### config.mk
export PLATFORM = sky130hd
export DESIGN_NAME = cq_desc_decoder
export DESIGN_NICKNAME = d
export VERILOG_FILES = /design/src/rtl/cq_dec_pkg.sv /design/src/rtl/cq_desc_assemble.sv /design/src/rtl/cq_field_unpack.sv /design/src/rtl/cq_ctx_fifo.sv /design/src/rtl/cq_desc_decoder.sv
export SDC_FILE = /design/constraint.sdc
export NUM_CORES = 1
export LEC_CHECK = 0
export BUFFER_PORTS_ARGS = -buffer_cell sky130_fd_sc_hd__buf_2
export CAP_MARGIN = 20
export CORE_AREA = 4 4 199 201
export CTS_BUF_LIST = sky130_fd_sc_hd__clkbuf_4
export DETAILED_ROUTE_END_ITERATION = 10
export DIE_AREA = 0 0 203 205
export PLACE_DENSITY = 0.65
export SLEW_MARGIN = 20
export SYNTH_ARGS = -nofsm -noshare
export SYNTH_HDL_FRONTEND = slang
export SYNTH_SLANG_ARGS = --single-unit
### constraint.sdc
create_clock -name clk -period 7.1 [get_ports clk]
set_input_delay 1.42 -clock clk [delete_from_list [all_inputs] [get_ports clk]]
set_output_delay 1.42 -clock clk [all_outputs]
set_load 0.01 [all_outputs]
### src/rtl/cq_dec_pkg.sv
package cq_dec_pkg;

    localparam int DESC_W = 128;

    typedef enum logic [1:0] {
        S_IDLE    = 2'd0,
        S_DESC_HI = 2'd1,
        S_PAYLOAD = 2'd2
    } rx_state_e;

    typedef struct packed {
        logic [15:0] req_id;
        logic [7:0]  tag;
        logic [2:0]  tc;
        logic [2:0]  attr;
    } cpl_ctx_t;

    typedef struct packed {
        logic [1:0]  addr_type;
        logic [63:0] byte_addr;
        logic [63:0] offset;
        logic [10:0] dw_cnt;
        logic [3:0]  req_type;
        logic [15:0] req_id;
        logic [7:0]  tag;
        logic [7:0]  func;
        logic [2:0]  bar_id;
        logic [5:0]  aperture;
        logic [2:0]  tc;
        logic [2:0]  attr;
        logic        zero_len;
        logic        non_posted;
        logic        is_msg;
        logic [7:0]  msg_code;
        logic [2:0]  msg_route;
        logic [15:0] dest_id;
        logic        dest_vld;
    } req_fields_t;

    function automatic logic type_non_posted(input logic [3:0] t);
        return (t == 4'b0000) || (t == 4'b0010) || (t == 4'b0011) ||
               (t == 4'b0100) || (t == 4'b0101) || (t == 4'b0110);
    endfunction

    function automatic logic type_message(input logic [3:0] t);
        return (t == 4'b1100) || (t == 4'b1101) || (t == 4'b1110);
    endfunction

endpackage

### src/rtl/cq_desc_assemble.sv
module cq_desc_assemble
    import cq_dec_pkg::*;
#(
    parameter int DATA_W = 128
) (
    input  logic              clk,
    input  logic              rst_n,
    input  logic              cap,
    input  logic [DATA_W-1:0] s_tdata,
    input  logic [3:0]        s_first_be,
    output logic [DESC_W-1:0] desc,
    output logic [3:0]        be_eff
);

    generate
        if (DATA_W == 64) begin : g_two_beat
            logic [63:0] lo_q;
            logic [3:0]  be_q;
            always_ff @(posedge clk) begin
                if (!rst_n) begin
                    lo_q <= '0;
                    be_q <= '0;
                end else if (cap) begin
                    lo_q <= s_tdata;
                    be_q <= s_first_be;
                end
            end
            assign desc   = {s_tdata, lo_q};
            assign be_eff = be_q;
        end else begin : g_one_beat
            logic unused_ok;
            assign unused_ok = ^{cap, clk, rst_n};
            assign desc   = s_tdata[DESC_W-1:0];
            assign be_eff = s_first_be;
        end
    endgenerate

endmodule

### src/rtl/cq_field_unpack.sv
module cq_field_unpack
    import cq_dec_pkg::*;
#(
    parameter bit ARI_EN = 1'b0
) (
    input  logic [DESC_W-1:0] desc,
    input  logic [3:0]        be,
    output req_fields_t       f
);

    logic [1:0]  low_be;
    logic [63:0] baddr;
    logic [63:0] aper_mask;
    logic [7:0]  func_w;
    logic        unused_rsv;

    assign unused_rsv = ^{desc[127], desc[79]};

    generate
        if (ARI_EN) begin : g_ari
            assign func_w = desc[111:104];
        end else begin : g_legacy
            assign func_w = {5'd0, desc[106:104]};
        end
    endgenerate

    always_comb begin
        if (be[0])      low_be = 2'd0;
        else if (be[1]) low_be = 2'd1;
        else if (be[2]) low_be = 2'd2;
        else if (be[3]) low_be = 2'd3;
        else            low_be = 2'd0;
        baddr     = {desc[63:2], low_be};
        aper_mask = (64'd1 << desc[120:115]) - 64'd1;

        f.addr_type  = desc[1:0];
        f.byte_addr  = baddr;
        f.offset     = baddr & aper_mask;
        f.dw_cnt     = desc[74:64];
        f.req_type   = desc[78:75];
        f.req_id     = desc[95:80];
        f.tag        = desc[103:96];
        f.func       = func_w;
        f.bar_id     = desc[114:112];
        f.aperture   = desc[120:115];
        f.tc         = desc[123:121];
        f.attr       = desc[126:124];
        f.zero_len   = (desc[78:76] == 3'b000) && (desc[74:64] == 11'd1) && (be == 4'd0);
        f.non_posted = type_non_posted(desc[78:75]);
        f.is_msg     = type_message(desc[78:75]);
        f.msg_code   = desc[111:104];
        f.msg_route  = desc[114:112];
        f.dest_id    = desc[15:0];
        f.dest_vld   = f.is_msg && (desc[114:112] == 3'b010);
    end

endmodule

### src/rtl/cq_ctx_fifo.sv
module cq_ctx_fifo
    import cq_dec_pkg::*;
#(
    parameter int DEPTH = 4
) (
    input  logic     clk,
    input  logic     rst_n,
    input  logic     push,
    input  cpl_ctx_t push_data,
    input  logic     pop,
    output cpl_ctx_t head,
    output logic     valid,
    output logic     full
);

    localparam int AW = $clog2(DEPTH);
    localparam logic [AW-1:0] LAST = AW'(DEPTH - 1);

    cpl_ctx_t      mem_q [DEPTH];
    logic [AW-1:0] wr_q, rd_q;
    logic [AW:0]   cnt_q;
    logic          pop_eff;

    assign pop_eff = pop && (cnt_q != '0);
    assign valid   = (cnt_q != '0);
    assign full    = (cnt_q == (AW+1)'(DEPTH));
    assign head    = mem_q[rd_q];

    always_ff @(posedge clk) begin
        if (push) mem_q[wr_q] <= push_data;
    end

    always_ff @(posedge clk) begin
        if (!rst_n) begin
            wr_q  <= '0;
            rd_q  <= '0;
            cnt_q <= '0;
        end else begin
            if (push)    wr_q <= (wr_q == LAST) ? '0 : wr_q + 1'b1;
            if (pop_eff) rd_q <= (rd_q == LAST) ? '0 : rd_q + 1'b1;
            unique case ({push, pop_eff})
                2'b10:   cnt_q <= cnt_q + 1'b1;
                2'b01:   cnt_q <= cnt_q - 1'b1;
                default: cnt_q <= cnt_q;
            endcase
        end
    end

    p_no_overflow_r8: assert property (@(posedge clk) disable iff (!rst_n)
        push |-> !full);

    p_count_step_r7: assert property (@(posedge clk) disable iff (!rst_n)
        (push && !pop_eff) |=> (cnt_q == $past(cnt_q) + 1'b1));

endmodule

### src/rtl/cq_desc_decoder.sv
module cq_desc_decoder
    import cq_dec_pkg::*;
#(
    parameter int DATA_W    = 128,
    parameter int CTX_DEPTH = 4,
    parameter bit ARI_EN    = 1'b0
) (
    input  logic              clk,
    input  logic              rst_n,
    input  logic [DATA_W-1:0] s_tdata,
    input  logic              s_tvalid,
    input  logic              s_tlast,
    input  logic [3:0]        s_first_be,
    output logic              s_tready,
    output logic              dec_valid,
    output logic [1:0]        dec_addr_type,
    output logic [63:0]       dec_byte_addr,
    output logic [63:0]       dec_offset,
    output logic [10:0]       dec_dw_cnt,
    output logic [3:0]        dec_req_type,
    output logic [15:0]       dec_req_id,
    output logic [7:0]        dec_tag,
    output logic [7:0]        dec_func,
    output logic [2:0]        dec_bar_id,
    output logic [5:0]        dec_aperture,
    output logic [2:0]        dec_tc,
    output logic [2:0]        dec_attr,
    output logic              dec_zero_len,
    output logic              dec_non_posted,
    output logic              dec_is_msg,
    output logic [7:0]        dec_msg_code,
    output logic [2:0]        dec_msg_route,
    output logic [15:0]       dec_dest_id,
    output logic              dec_dest_vld,
    output logic              pl_valid,
    output logic [DATA_W-1:0] pl_data,
    output logic              pl_last,
    input  logic              ctx_pop,
    output logic              ctx_valid,
    output logic [15:0]       ctx_req_id,
    output logic [7:0]        ctx_tag,
    output logic [2:0]        ctx_tc,
    output logic [2:0]        ctx_attr
);

    localparam bit TWO_BEAT = (DATA_W < DESC_W);

    rx_state_e   state_q, state_d;
    logic        acc, final_beat, cap, desc_done, push, ctx_full;
    logic [DESC_W-1:0] desc;
    logic [3:0]  be_eff;
    req_fields_t fields, fields_q;
    logic        valid_q;
    cpl_ctx_t    ctx_in, ctx_head;

    cq_desc_assemble #(.DATA_W(DATA_W)) u_asm (
        .clk(clk), .rst_n(rst_n), .cap(cap), .s_tdata(s_tdata),
        .s_first_be(s_first_be), .desc(desc), .be_eff(be_eff)
    );

    cq_field_unpack #(.ARI_EN(ARI_EN)) u_unpack (
        .desc(desc), .be(be_eff), .f(fields)
    );

    // State register
    always_ff @(posedge clk) begin
        if (!rst_n) state_q <= S_IDLE;
        else        state_q <= state_d;
    end

    // Next state
    always_comb begin
        state_d = state_q;
        unique case (state_q)
            S_IDLE: if (acc) begin
                if (TWO_BEAT)     state_d = S_DESC_HI;
                else if (s_tlast) state_d = S_IDLE;
                else              state_d = S_PAYLOAD;
            end
            S_DESC_HI: if (acc) state_d = s_tlast ? S_IDLE : S_PAYLOAD;
            S_PAYLOAD: if (acc && s_tlast) state_d = S_IDLE;
            default:   state_d = S_IDLE;
        endcase
    end

    // State outputs
    always_comb begin
        final_beat = 1'b0;
        s_tready   = 1'b1;
        pl_valid   = 1'b0;
        unique case (state_q)
            S_IDLE: begin
                final_beat = !TWO_BEAT;
                if (!TWO_BEAT) s_tready = !(fields.non_posted && ctx_full);
            end
            S_DESC_HI: begin
                final_beat = 1'b1;
                s_tready   = !(fields.non_posted && ctx_full);
            end
            S_PAYLOAD: pl_valid = s_tvalid;
            default: ;
        endcase
    end

    assign acc       = s_tvalid && s_tready;
    assign cap       = acc && (state_q == S_IDLE);
    assign desc_done = acc && final_beat;
    assign push      = desc_done && fields.non_posted;
    assign pl_data   = s_tdata;
    assign pl_last   = s_tlast;

    always_ff @(posedge clk) begin
        if (!rst_n) begin
            valid_q  <= 1'b0;
            fields_q <= '0;
        end else begin
            valid_q <= desc_done;
            if (desc_done) fields_q <= fields;
        end
    end

    assign ctx_in = '{req_id: fields.req_id, tag: fields.tag, tc: fields.tc, attr: fields.attr};

    cq_ctx_fifo #(.DEPTH(CTX_DEPTH)) u_ctx (
        .clk(clk), .rst_n(rst_n), .push(push), .push_data(ctx_in),
        .pop(ctx_pop), .head(ctx_head), .valid(ctx_valid), .full(ctx_full)
    );

    assign ctx_req_id = ctx_head.req_id;
    assign ctx_tag    = ctx_head.tag;
    assign ctx_tc     = ctx_head.tc;
    assign ctx_attr   = ctx_head.attr;

    assign dec_valid      = valid_q;
    assign dec_addr_type  = fields_q.addr_type;
    assign dec_byte_addr  = fields_q.byte_addr;
    assign dec_offset     = fields_q.offset;
    assign dec_dw_cnt     = fields_q.dw_cnt;
    assign dec_req_type   = fields_q.req_type;
    assign dec_req_id     = fields_q.req_id;
    assign dec_tag        = fields_q.tag;
    assign dec_func       = fields_q.func;
    assign dec_bar_id     = fields_q.bar_id;
    assign dec_aperture   = fields_q.aperture;
    assign dec_tc         = fields_q.tc;
    assign dec_attr       = fields_q.attr;
    assign dec_zero_len   = fields_q.zero_len;
    assign dec_non_posted = fields_q.non_posted;
    assign dec_is_msg     = fields_q.is_msg;
    assign dec_msg_code   = fields_q.msg_code;
    assign dec_msg_route  = fields_q.msg_route;
    assign dec_dest_id    = fields_q.dest_id;
    assign dec_dest_vld   = fields_q.dest_vld;

    p_pulse_r1: assert property (@(posedge clk) disable iff (!rst_n)
        (TWO_BEAT && dec_valid) |=> !dec_valid);

    p_func_r3: assert property (@(posedge clk) disable iff (!rst_n)
        (dec_valid && !ARI_EN) |-> (dec_func[7:3] == 5'd0));

    p_offset_r5: assert property (@(posedge clk) disable iff (!rst_n)
        dec_valid |-> ((dec_offset & ~dec_byte_addr) == 64'd0));

    p_zero_len_r6: assert property (@(posedge clk) disable iff (!rst_n)
        (dec_valid && dec_zero_len) |-> (dec_dw_cnt == 11'd1 && dec_req_type[3:1] == 3'b000));

    p_stall_r8: assert property (@(posedge clk) disable iff (!rst_n)
        (s_tvalid && !s_tready) |-> !ctx_pop || ctx_valid);

    p_dest_r9: assert property (@(posedge clk) disable iff (!rst_n)
        dec_dest_vld |-> (dec_is_msg && dec_msg_route == 3'b010));

endmodule

==> impl_metrics.py <==
metrics = {
    "synthesis": {
        "synth_top_area_share_pct": 28.1,
        "synthesized_instance_count": 1437,
        "netlist_top_cells_area": "dfxtp_1, edfxtp_1, a21boi_1",
        "postSynth.topFlopCell": "dfxtp_1",
        "synth_top_cell_by_area": "dfxtp_1",
        "ys_ff_latch": 327,
        "avgSynthCellArea_sq_um": 10.3,
        "yosys_cell_types": 68,
        "synth_sequential_area_ratio_pct": 52.5,
        "netlist_area_sq_mm": 0.0148,
        "fraction_of_synthesis_flops_using_an_asynchronous_set_or_reset_pin_pct": 0,
        "synth_edf_count": 120,
        "synthesis_warnings": 0,
    },
    "clock_tree": {
        "worst_setup_hold_path_clk_slew_ns": 0.05,
        "cts_tree": "built",
        "clk_path_buf_depth": 3,
        "cts_resized": 0,
        "h-tree-depth": 3,
        "cts_hold_buf": 0,
        "clock_tree.root_cell": "clkbuf_4",
        "clkLatencyLatePin_ns": 0.76,
        "cts_sinks": 327,
        "cts-buffers-inserted": 91,
        "postCtsSetupRepairBufs": 0,
    },
    "hold_path": {
        "min_path_type": "flip-flop to flip-flop",
        "worstHoldEndpoint": "dec_offset[3]$_SDFFE_PN0N_",
        "timing.hold.worst.start": "dec_offset[3]$_SDFFE_PN0N_",
        "hold-path-cell-count": 2,
    },
    "critical_path": {
        "crit-reg2reg-launch": "u_ctx.cnt_q[2]$_SDFFE_PN0P_",
        "timing.reg2reg.worst_path_depth": 6,
        "setup.worst_path.class": "input port to output pin",
        "critPathLaunch": "s_tdata[76]",
        "timing.critical_path.arrival_ns": 2.54,
        "critical_path.max_fanout": 5,
        "slowest_stage_cell_on_the_critical_path": "a211oi_2",
        "worstReg2RegEnd": "dec_offset[42]$_SDFFE_PN0N_",
        "crit_path_end_kind": "output pin",
        "critical_path.startpoint_type": "input port",
        "r2r_setup_slack_ns": 4.11,
        "cpMostUsedCell": "buf_2",
        "timing.critical_path.required_ns": 5.68,
        "crit_path_cell_trace": "buf_2, xnor2_2, a211oi_2, or2b_1, buf_2",
        "cpPeakStageDelay_ns": 0.39,
    },
    "floorplanning": {
        "total_core_area_sq_mm": 0.0376,
        "initial_utilization_pct": 39.3,
        "chipHeight_um": 205,
        "num_rows": 71,
        "dieArea_sq_mm": 0.0416,
        "die_w_um": 203,
        "boundaryPins": 523,
    },
    "detailed_routing": {
        "detailroute.via_count": 11891,
        "drt-pass1-iter-count": 5,
        "drc_errors": 0,
        "drt_iter0_drc": 797,
        "post_drt_via_cell_ratio": 5.00,
        "totalWireLength_um": 45600,
        "postRouteAntennaNets": 0,
        "avgRoutedWirePerCell_um": 19.2,
    },
    "power_and_ir_drop": {
        "finalPower_mw": 4.51,
        "leakage_nw": 7.58,
        "vdd_ir_drop_max_mv": 0.118,
        "pwr_density_cell_mw_per_mm2": 258,
    },
    "timing": {
        "finalCriticalPeriod_ns": 3.96,
        "max_slew_margin_pct": 33.9,
        "finalHoldWorstSlack_ns": 0.446,
        "worst-slew-pin-transition_ns": 0.978,
        "final-hold-violation-count": 0,
        "totalNegativeSetupSlack_ns": 0,
        "timing.final.max_slew_violations": 0,
        "rsz_0062_raised_after_global_routing": "no",
        "fin_skew_ns": 0.0359,
        "final_period_util_pct": 55.7,
        "finalSetupViolations": 0,
        "clock.fmax_ghz": 0.253,
    },
    "placement": {
        "place.detailed.instances": 2217,
        "io_buffers": 513,
        "place_congestion": 0.911,
        "hpwl_um": 32400,
    },
    "layout": {
        "share_of_layout_cells_above_drive_strength_1_pct": 38.1,
        "final_cell_count_no_fill": 2377,
        "area_growth_pct": 18.6,
        "finish.net_count": 1944,
        "finalCoreUtilization_pct": 46.6,
    },
    "global_route": {
        "maximum_number_of_pins_on_one_net_before_global_route_repair": 143,
        "global_route.overflow_total": 0,
        "via_count_of_the_first_global_routing_pass": 11575,
        "grt_first_pass_wirelength_um": 68400,
        "number_of_antenna_violations_at_the_first_check_in_global_routing": 3,
        "track_usage_pct": 21.0,
    },
    "flow_run": {
        "cap_viol_max_count": 0,
    },
    "status": {
        "status": "finished clean",
    },
}
[cell families after synthesis]
kind of cell,after synthesis,share of synthesized area (%)
AO/OA/AOI/OAI,275,13.4
XOR/XNOR,21,1.30
adder cells (fa/ha/maj),8,0.729
buffers and inverters,272,12.1
flip-flops,327,52.5
multiplexers,32,4.72
other,1,0.0254
AND/OR/NAND/NOR,501,15.2
[synth_stat cells (all sizes together) (3+ instances only)]
cell type	instances
nor4	5
nand4b	3
a21o	3
a31oi	3
a211oi	3
nor2b	9
nand2	332
o211ai	12
nand3	50
or2	3
dfxtp	207
nor3	9
a21oi	15
buf	197
nor2	20
and3	16
xor2	11
edfxtp	120
nand2b	4
a31o	9
o21ai	32
nand4	14
nor3b	4
xnor2	10
mux4	30
inv	10
and2	12
or3	9
clkbuf	64
a21boi	171
o21a	5
ha	7
o31ai	8
[worst max path at each step]
stage | slack (ns) | end | cells after the start
4_1_cts | 3.13 | s_tready | 5
3_5_place_dp | 2.49 | dec_offset[12]$_SDFFE_PN0N_ | 9
5_1_grt | 3.06 | s_tready | 5
6_report | 3.14 | s_tready | 5
3_3_place_gp | 2.55 | dec_offset[12]$_SDFFE_PN0N_ | 9
2_1_floorplan | 3.49 | dec_offset[34]$_SDFFE_PN0N_ | 11
[metal layers]
metal  routed length, um  global-route usage [%]
met2               23500                    37.0
met1               17600                    24.8
met3                3580                    5.71
met5                  20                       0
met4                 934                    7.13
[registers in the layout, indices dropped and copies added (netlist names), 2 cells and up, named ones only]
name,count
dec_byte_addr,64
dec_attr,3
u_ctx.rd_q,2
dec_offset,64
dec_req_id,16
dec_msg_code,8
dec_tc,3
dec_dw_cnt,11
dec_tag,8
dec_msg_route,3
dec_req_type,4
u_ctx.wr_q,2
dec_aperture,6
u_ctx.mem_q,120
u_ctx.cnt_q,3
[cells in the final DEF (no fill, tap or decap), types with 4 or more instances in the layout]
cell / n
mux4_2: 30
nor3_1: 8
dfxtp_1: 206
ha_1: 6
or3_1: 9
o211ai_1: 12
and3_1: 16
o21a_1: 5
nand4_1: 14
nand2_1: 332
nand3_1: 50
nor2b_1: 9
conb_1: 5
xnor2_1: 9
buf_4: 12
nor2_1: 20
o31ai_1: 8
a31o_2: 9
edfxtp_1: 120
clkinv_1: 25
a21boi_1: 168
nand2b_1: 4
and2_1: 10
nor4_1: 4
o21ai_0: 32
buf_2: 512
clkbuf_4: 127
inv_1: 10
xor2_1: 11
a21oi_1: 15
[report_power, final]
part | switching [mW] | total [mW] | internal (mW)
Sequential | 0.0416 | 2.07 | 2.03
Combinational | 0.461 | 0.764 | 0.304
Clock | 0.780 | 1.67 | 0.895
Total | 1.28 | 4.51 | 3.22
[per-stage QoR]
step / cell area (sq um) / setup slack, ns
after floorplan: 14800 / 3.49
after global placement: 16400 / 2.55
after detailed placement: 16400 / 2.49
after CTS: 17500 / 3.13
after global routing: 17500 / 3.06
final: 17500 / 3.14
[worst max-delay path: cells and delay by family]
family                 cells  cell delay [ns]
buffers and inverters      2             0.30
AO/OA/AOI/OAI              1             0.39
AND/OR/NAND/NOR            1             0.26
XOR/XNOR                   1             0.16
[cell type report]
class | count | area (sq um)
antenna | 1 | 2.50
timing repair buffer | 526 | 2680
inverter | 11 | 41.3
fill | 3669 | 20100
clock inverter | 32 | 176
clock buffer | 127 | 953
tap | 511 | 639
multi-input combinational | 842 | 5250
sequential | 327 | 7750
Power figures use the tool's default switching activity.
